--- config.mk ---
export PLATFORM = sky130hd
export DESIGN_NAME = pulse_swallow_divider
export DESIGN_NICKNAME = d
export VERILOG_FILES = /design/src/rtl/psd_pkg.sv /design/src/rtl/psd_cfg_stage.sv /design/src/rtl/psd_prescaler.sv /design/src/rtl/psd_swallow_ctr.sv /design/src/rtl/pulse_swallow_divider.sv
export SDC_FILE = /design/constraint.sdc
export NUM_CORES = 1
export LEC_CHECK = 0
export ABC_AREA = 1
export BUFFER_PORTS_ARGS = -buffer_cell sky130_fd_sc_hd__buf_2
export CORE_ASPECT_RATIO = 0.75
export CORE_MARGIN = 2
export CORE_UTILIZATION = 56
export CTS_CLUSTER_SIZE = 20
export DETAILED_ROUTE_END_ITERATION = 8
export PLACE_DENSITY = 0.88
export SLEW_MARGIN = 5
export SYNTH_ARGS = -nofsm -noshare
export SYNTH_HDL_FRONTEND = slang
export SYNTH_SLANG_ARGS = --single-unit
--- constraint.sdc ---
create_clock -name clk -period 2.29 [get_ports clk]
set_clock_uncertainty 0.1 [all_clocks]
set_input_delay 0.5725 -clock clk [delete_from_list [all_inputs] [get_ports clk]]
set_output_delay 0.5725 -clock clk [all_outputs]
set_load 0.01 [all_outputs]
--- src/rtl/psd_pkg.sv ---
package psd_pkg;

  // Smallest prescaler base is 2**PMIN_LOG2
  localparam int unsigned PMIN_LOG2 = 3;

  typedef enum logic [1:0] {
    PSC_8  = 2'd0,
    PSC_16 = 2'd1,
    PSC_32 = 2'd2,
    PSC_64 = 2'd3
  } psc_sel_e;

  // Prescaler base P for a select code
  function automatic int unsigned modulus_of(input int unsigned sel);
    return 32'd1 << (PMIN_LOG2 + sel);
  endfunction

  // Total division ratio for a setting
  function automatic int unsigned ratio_of(input int unsigned sel,
                                           input int unsigned a,
                                           input int unsigned b);
    return b * modulus_of(sel) + a;
  endfunction

  // Legality of a setting: swallow fits, and the main count is large enough
  function automatic logic setting_ok(input int unsigned a,
                                      input int unsigned b,
                                      input int unsigned min_b);
    return (b >= a) && (b >= min_b);
  endfunction

endpackage

--- src/rtl/psd_cfg_stage.sv ---
module psd_cfg_stage
  import psd_pkg::*;
#(
  parameter int unsigned A_W     = 6,
  parameter int unsigned B_W     = 12,
  parameter int unsigned SEL_W   = 2,
  parameter int unsigned MIN_B   = 3,
  parameter int unsigned RST_A   = 0,
  parameter int unsigned RST_B   = 3,
  parameter int unsigned RST_SEL = 0
) (
  input  logic             clk,
  input  logic             rst_n,
  input  logic             load_i,
  input  logic [SEL_W-1:0] sel_i,
  input  logic [A_W-1:0]   a_i,
  input  logic [B_W-1:0]   b_i,
  input  logic             period_end_i,
  output logic [SEL_W-1:0] act_sel_o,
  output logic [A_W-1:0]   act_a_o,
  output logic [B_W-1:0]   act_b_o,
  output logic             err_o,
  output logic             adopt_o
);

  logic             pend_v;
  logic [SEL_W-1:0] pend_sel;
  logic [A_W-1:0]   pend_a;
  logic [B_W-1:0]   pend_b;

  logic [SEL_W-1:0] eff_sel;
  logic [A_W-1:0]   eff_a;
  logic [B_W-1:0]   eff_b;
  logic             eff_ok;
  logic             at_boundary;
  logic             from_halt;

  // A strobe in the adoption cycle bypasses the pending copy
  assign eff_sel = load_i ? sel_i : pend_sel;
  assign eff_a   = load_i ? a_i   : pend_a;
  assign eff_b   = load_i ? b_i   : pend_b;
  assign eff_ok  = setting_ok(32'(eff_a), 32'(eff_b), MIN_B);

  assign at_boundary = period_end_i && (load_i || pend_v);
  assign from_halt   = err_o && load_i;
  assign adopt_o     = at_boundary || from_halt;

  always_ff @(posedge clk or negedge rst_n) begin
    if (!rst_n) begin
      pend_v    <= 1'b0;
      pend_sel  <= SEL_W'(RST_SEL);
      pend_a    <= A_W'(RST_A);
      pend_b    <= B_W'(RST_B);
      act_sel_o <= SEL_W'(RST_SEL);
      act_a_o   <= A_W'(RST_A);
      act_b_o   <= B_W'(RST_B);
      err_o     <= 1'b0;
    end else if (adopt_o) begin
      act_sel_o <= eff_sel;
      act_a_o   <= eff_a;
      act_b_o   <= eff_b;
      err_o     <= !eff_ok;
      pend_v    <= 1'b0;
    end else if (load_i) begin
      pend_sel  <= sel_i;
      pend_a    <= a_i;
      pend_b    <= b_i;
      pend_v    <= 1'b1;
    end
  end

endmodule

--- src/rtl/psd_prescaler.sv ---
module psd_prescaler
  import psd_pkg::*;
#(
  parameter int unsigned SEL_W = 2
) (
  input  logic             clk,
  input  logic             rst_n,
  input  logic             run_i,
  input  logic             clr_i,
  input  logic [SEL_W-1:0] sel_i,
  input  logic             swallow_i,
  output logic             tick_o
);

  localparam int unsigned NSEL = 1 << SEL_W;
  // Largest modulus is 2**(PMIN_LOG2+NSEL-1)+1
  localparam int unsigned PC_W = PMIN_LOG2 + NSEL;

  logic [PC_W-1:0] base_tbl [NSEL];
  logic [PC_W-1:0] base;
  logic [PC_W-1:0] term;
  logic [PC_W-1:0] cnt;

  for (genvar k = 0; k < NSEL; k++) begin : g_base
    assign base_tbl[k] = PC_W'(modulus_of(unsigned'(k)));
  end

  assign base   = base_tbl[sel_i];
  // P+1 cycles end at count P, P cycles end at count P-1
  assign term   = swallow_i ? base : base - PC_W'(1);
  assign tick_o = run_i && (cnt == term);

  always_ff @(posedge clk or negedge rst_n) begin
    if (!rst_n)      cnt <= '0;
    else if (clr_i)  cnt <= '0;
    else if (run_i)  cnt <= tick_o ? '0 : cnt + PC_W'(1);
  end

endmodule

--- src/rtl/psd_swallow_ctr.sv ---
module psd_swallow_ctr #(
  parameter int unsigned A_W = 6,
  parameter int unsigned B_W = 12
) (
  input  logic           clk,
  input  logic           rst_n,
  input  logic           run_i,
  input  logic           clr_i,
  input  logic           tick_i,
  input  logic [A_W-1:0] act_a_i,
  input  logic [B_W-1:0] act_b_i,
  output logic           swallow_o,
  output logic           last_o
);

  logic [A_W-1:0] a_idx;
  logic [B_W-1:0] b_idx;

  assign swallow_o = run_i && (a_idx < act_a_i);
  assign last_o    = tick_i && (b_idx == act_b_i - B_W'(1));

  always_ff @(posedge clk or negedge rst_n) begin
    if (!rst_n) begin
      a_idx <= '0;
      b_idx <= '0;
    end else if (clr_i) begin
      a_idx <= '0;
      b_idx <= '0;
    end else if (tick_i) begin
      b_idx <= b_idx + B_W'(1);
      if (swallow_o) a_idx <= a_idx + A_W'(1);
    end
  end

endmodule

--- src/rtl/pulse_swallow_divider.sv ---
module pulse_swallow_divider
  import psd_pkg::*;
#(
  parameter int unsigned A_W     = 6,
  parameter int unsigned B_W     = 12,
  parameter int unsigned SEL_W   = 2,
  parameter int unsigned MIN_B   = 3,
  parameter int unsigned RST_A   = 0,
  parameter int unsigned RST_B   = 3,
  parameter int unsigned RST_SEL = 0
) (
  input  logic             clk,
  input  logic             rst_n,
  input  logic             load,
  input  logic [SEL_W-1:0] psel,
  input  logic [A_W-1:0]   a_val,
  input  logic [B_W-1:0]   b_val,
  output logic             div_pulse,
  output logic             mod_hi,
  output logic             cfg_err
);

  logic [SEL_W-1:0] act_sel;
  logic [A_W-1:0]   act_a;
  logic [B_W-1:0]   act_b;
  logic             adopt;
  logic             run;
  logic             clr;
  logic             swallow;
  logic             prescale_tick;
  logic             b_last;
  logic             period_end;

  psd_cfg_stage #(
    .A_W(A_W), .B_W(B_W), .SEL_W(SEL_W), .MIN_B(MIN_B),
    .RST_A(RST_A), .RST_B(RST_B), .RST_SEL(RST_SEL)
  ) u_cfg (
    .clk          (clk),
    .rst_n        (rst_n),
    .load_i       (load),
    .sel_i        (psel),
    .a_i          (a_val),
    .b_i          (b_val),
    .period_end_i (period_end),
    .act_sel_o    (act_sel),
    .act_a_o      (act_a),
    .act_b_o      (act_b),
    .err_o        (cfg_err),
    .adopt_o      (adopt)
  );

  assign run        = !cfg_err;
  assign period_end = b_last && run;
  assign clr        = period_end || cfg_err;

  psd_prescaler #(.SEL_W(SEL_W)) u_psc (
    .clk       (clk),
    .rst_n     (rst_n),
    .run_i     (run),
    .clr_i     (clr),
    .sel_i     (act_sel),
    .swallow_i (swallow),
    .tick_o    (prescale_tick)
  );

  psd_swallow_ctr #(.A_W(A_W), .B_W(B_W)) u_cnt (
    .clk       (clk),
    .rst_n     (rst_n),
    .run_i     (run),
    .clr_i     (clr),
    .tick_i    (prescale_tick),
    .act_a_i   (act_a),
    .act_b_i   (act_b),
    .swallow_o (swallow),
    .last_o    (b_last)
  );

  assign mod_hi = swallow;

  always_ff @(posedge clk or negedge rst_n) begin
    if (!rst_n) div_pulse <= 1'b0;
    else        div_pulse <= period_end;
  end

endmodule

==> flow_metrics.env <==
export IMPL_regArea_sq_um=1710
export IMPL_grt_pass1_vias=4907
export IMPL_worst_ep_arrival_time_ns=2.99
export IMPL_synthAdderAreaFrac_pct=4.21
export IMPL_setup_ws_ns=-0.507
export IMPL_yosysSeqAreaShare_pct=38.3
export IMPL_std_cell_rows=28
export IMPL_post_route_drc_count=0
export IMPL_num_vias=5364
export IMPL_path_common_cell="nand2_2"
export IMPL_r2r_cells=17
export IMPL_ys_flop_type="dfrtp_1"
export IMPL_htreeDepth=3
export IMPL_cp_required_ns=2.48
export IMPL_cts_tree="yes"
export IMPL_clockBufferDepth=2
export IMPL_endpoint_kind="flip-flop"
export IMPL_n_fill_cell=385
export IMPL_criticalPathCategory="flip-flop to flip-flop"
export IMPL_r2r_slack_ns=-0.51
export IMPL_first_iter_violations=652
export IMPL_diodes=0
export IMPL_synth_xor_area_share_pct=3.93
export IMPL_crit_slowest_cell="dfrtp_1"
export IMPL_die_h_um=81.3
export IMPL_root_buffer="clkbuf_8"
export IMPL_cts_buffers=9
export IMPL_hpwl_mm=8.01
export IMPL_post_route_period_util_pct=122
export IMPL_cpPeakStageDelay_ns=0.44
export IMPL_muxShareOfSynthArea_pct=0
export IMPL_synth_edf_count=0
export IMPL_rr_startpoint="u_cnt.a_idx[5]$_DFFE_PN0P_"
export IMPL_cp_cell_sequence="ha_4 > nand2_2 > nor2_2 > nand2_2 > nand2_2 > buf_6 > nand2_1 > nand3_1 > nand2_2 > nor2_4 > nand2_2 > inv_2 > nand3_4 > buf_8 > clkbuf_16 > nand3_1 > nand2_2"
export IMPL_postCtsHoldBufs=0
export IMPL_cp_max_fo=5
export IMPL_antenna_found_initial=0
export IMPL_fmax_mhz=358
export IMPL_status="finished with violations"
export IMPL_yosysWarnings=0
export IMPL_syn_inst=638
export IMPL_synth_commonest_cells="nand2_1, inv_1, nand3_1"
export IMPL_clk_latency_ns=0.38
export IMPL_drv_cap=0
export IMPL_slew_headroom_pct=69.6
export IMPL_worst_pin_slew_ns=0.451
export IMPL_wl_per_cell_um=22.0
export IMPL_final_hold_viol_count=0
export IMPL_setup_viol_count_final=69
export IMPL_track_usage_pct=35.8
export IMPL_multi_input_area_sq_um=2990
export IMPL_grt_overflow_total=0
export IMPL_synth_area_leader_cell="dfrtp_1"
export IMPL_rsz0062_at_grt="yes"
export IMPL_syn_avg_cell_area_sq_um=6.99
export IMPL_synthSimpleGateAreaFrac_pct=39.7
export IMPL_synth_top_family_by_area="simple AND/OR/NAND/NOR gates"
export IMPL_grt_pass1_wl_mm=23.9
export IMPL_clk_pin_slew_worst_paths_ns=0.09
export IMPL_violations="negative setup slack"
export IMPL_synthArstFlopShare_pct=100
export IMPL_p_leak_uw=0.00343
export IMPL_cts_sinks=68
export IMPL_yosysTopAreaCellShare_pct=35.9
export IMPL_ant_nets=0
export IMPL_fin_util_pct=82.3
export IMPL_vdd_ir_drop_worst_uv=413
export IMPL_reg2reg_to="u_cfg.act_b_o[1]$_DFFE_PN1P_"
export IMPL_routed_wl_mm=18.6
export IMPL_yosys_cell_types_count=35
export IMPL_ios=26
export IMPL_ys_seq_elements=68
export IMPL_dr_pass1_iters=8
export IMPL_fin_crit_ns=2.80
export IMPL_nets=774
export IMPL_cp_start_kind="flip-flop"
export IMPL_fp_dieW_um=107
export IMPL_portBuffers=25
export IMPL_place_congestion=0.926
export IMPL_grt_max_degree=69
export IMPL_syn_cell_area_sq_um=4460
export IMPL_syn_to_final_growth_pct=44.1
export IMPL_power_density_nw_per_um2=411
export IMPL_synthTopCellsByArea="dfrtp_1, nand2_1, nand3_1"
export IMPL_start_util_pct=57.1
export IMPL_synth_compound_area_share_pct=4.71
export IMPL_layout_drive_gt1_share_pct=38.5
export IMPL_final_setup_tns_ns=-27.37
export IMPL_min_path_type="input port to asynchronous set/reset pin"
export IMPL_core_sq_um=7810
export IMPL_post_synth_top_count_cell="nand2_1"
export IMPL_synth_fp_nets=676
export IMPL_via_per_inst=6.34
export IMPL_slew_violations=0
export IMPL_dieArea_sq_um=8700
-- repair_timing --
action / CTS / global route
endpoints found under the setup margin: 64 / 69
buffers inserted: 17 / 7
cloned: 7 / 4
resized for setup: 88 / 107
endpoints found under the hold margin: 0 / 0
pin swaps: 23 / 47
-- layout by cell type, fill, tap and decap left out, types with 3 or more instances in the layout --
cell type / netlist / routed
dfstp_2: 4 / 4
o21ai_0: 24 / 17
clkbuf_8: 0 / 9
nand2_1: 221 / 162
buf_12: 0 / 9
ha_4: 0 / 5
nor2_4: 2 / 4
buf_4: 0 / 46
buf_6: 5 / 14
xor2_1: 14 / 14
nor3_1: 6 / 5
nor2_1: 49 / 43
nand3_4: 1 / 6
nand3_2: 2 / 38
inv_2: 3 / 6
buf_2: 5 / 24
nand3_1: 74 / 33
buf_16: 0 / 6
nand2_4: 1 / 24
dfrtp_1: 64 / 64
ha_1: 15 / 10
nand3b_1: 5 / 5
inv_1: 75 / 69
or2_2: 19 / 19
a21oi_1: 6 / 5
nand4_1: 10 / 10
o21ai_2: 0 / 6
nor2_2: 3 / 7
xnor2_1: 6 / 6
nand2_2: 4 / 39
clkbuf_16: 0 / 3
-- worst max-delay path: cells and delay by family, from the launching register on --
family | cells | cell delay [ns]
fa+ha+maj | 1 | 0.32
buf+inv | 4 | 0.56
flops | 1 | 0.44
simple gates | 12 | 1.28
-- through the flow --
step	setup slack [ns]	hold WS, ns	area (sq um)	std cells	total power (uW)
after floorplan	0.00138	0.177	4480	638	1390
after global placement	-0.140	0.348	5070	798	1500
after detailed placement	-0.281	0.353	5070	798	1510
after CTS	-0.138	0.133	5880	837	2500
after global routing	-0.486	0.127	6430	846	2690
final	-0.507	0.104	6430	846	2640
-- cells by family after synthesis --
logic type,after synthesis
compound gates,37
buf+inv,97
flops,68
simple gates,401
xor+xnor,20
fa+ha+maj,15
-- routing by layer --
layer / global-route usage (%) / vias up / wire length (um)
met5: 0 / - / 0
met4: 20.6 / 0 / 1660
met3: 8.27 / 188 / 2020
met2: 62.2 / 512 / 8600
met1: 41.1 / 2458 / 6330
li1: - / 2206 / -
-- worst max-delay path by stage --
stage | from | endpoint
floorplan | load | u_cfg.err_o$_DFFE_PN0P_
global placement | load | u_cfg.err_o$_DFFE_PN0P_
detailed placement | load | u_cfg.err_o$_DFFE_PN0P_
CTS | u_cfg.act_a_o[3]$_DFFE_PN0P_ | u_cnt.b_idx[0]$_DFFE_PN0P_
global route | u_cfg.act_a_o[4]$_DFFE_PN0P_ | u_cnt.b_idx[1]$_DFFE_PN0P_
finish | u_cnt.a_idx[5]$_DFFE_PN0P_ | u_cfg.act_b_o[1]$_DFFE_PN1P_
-- registers in the layout, indices dropped and copies added (netlist names) --
signal / flops
u_cfg.act_b_o: 12
u_cfg.pend_b: 12
u_cnt.b_idx: 12
u_psc.cnt: 7
u_cfg.act_a_o: 6
u_cfg.pend_a: 6
u_cnt.a_idx: 6
u_cfg.act_sel_o: 2
u_cfg.pend_sel: 2
div_pulse: 1
u_cfg.err_o: 1
u_cfg.pend_v: 1
-- area by class of cell --
class	count	area share, %
Sequential cell	68	26.5
Timing Repair Buffer	104	17.0
Clock buffer	10	1.99
Timing Repair inverter	1	0.0973
Multi-Input combinational cell	473	46.5
Inverter	79	4.83
Clock inverter	6	1.01
Tap cell	105	2.04
-- power breakdown --
group          internal [uW]  switching, uW
logic                    120            196
registers               1240           34.5
clock network            504            554
total                   1860            785
Power figures use the tool's default switching activity.
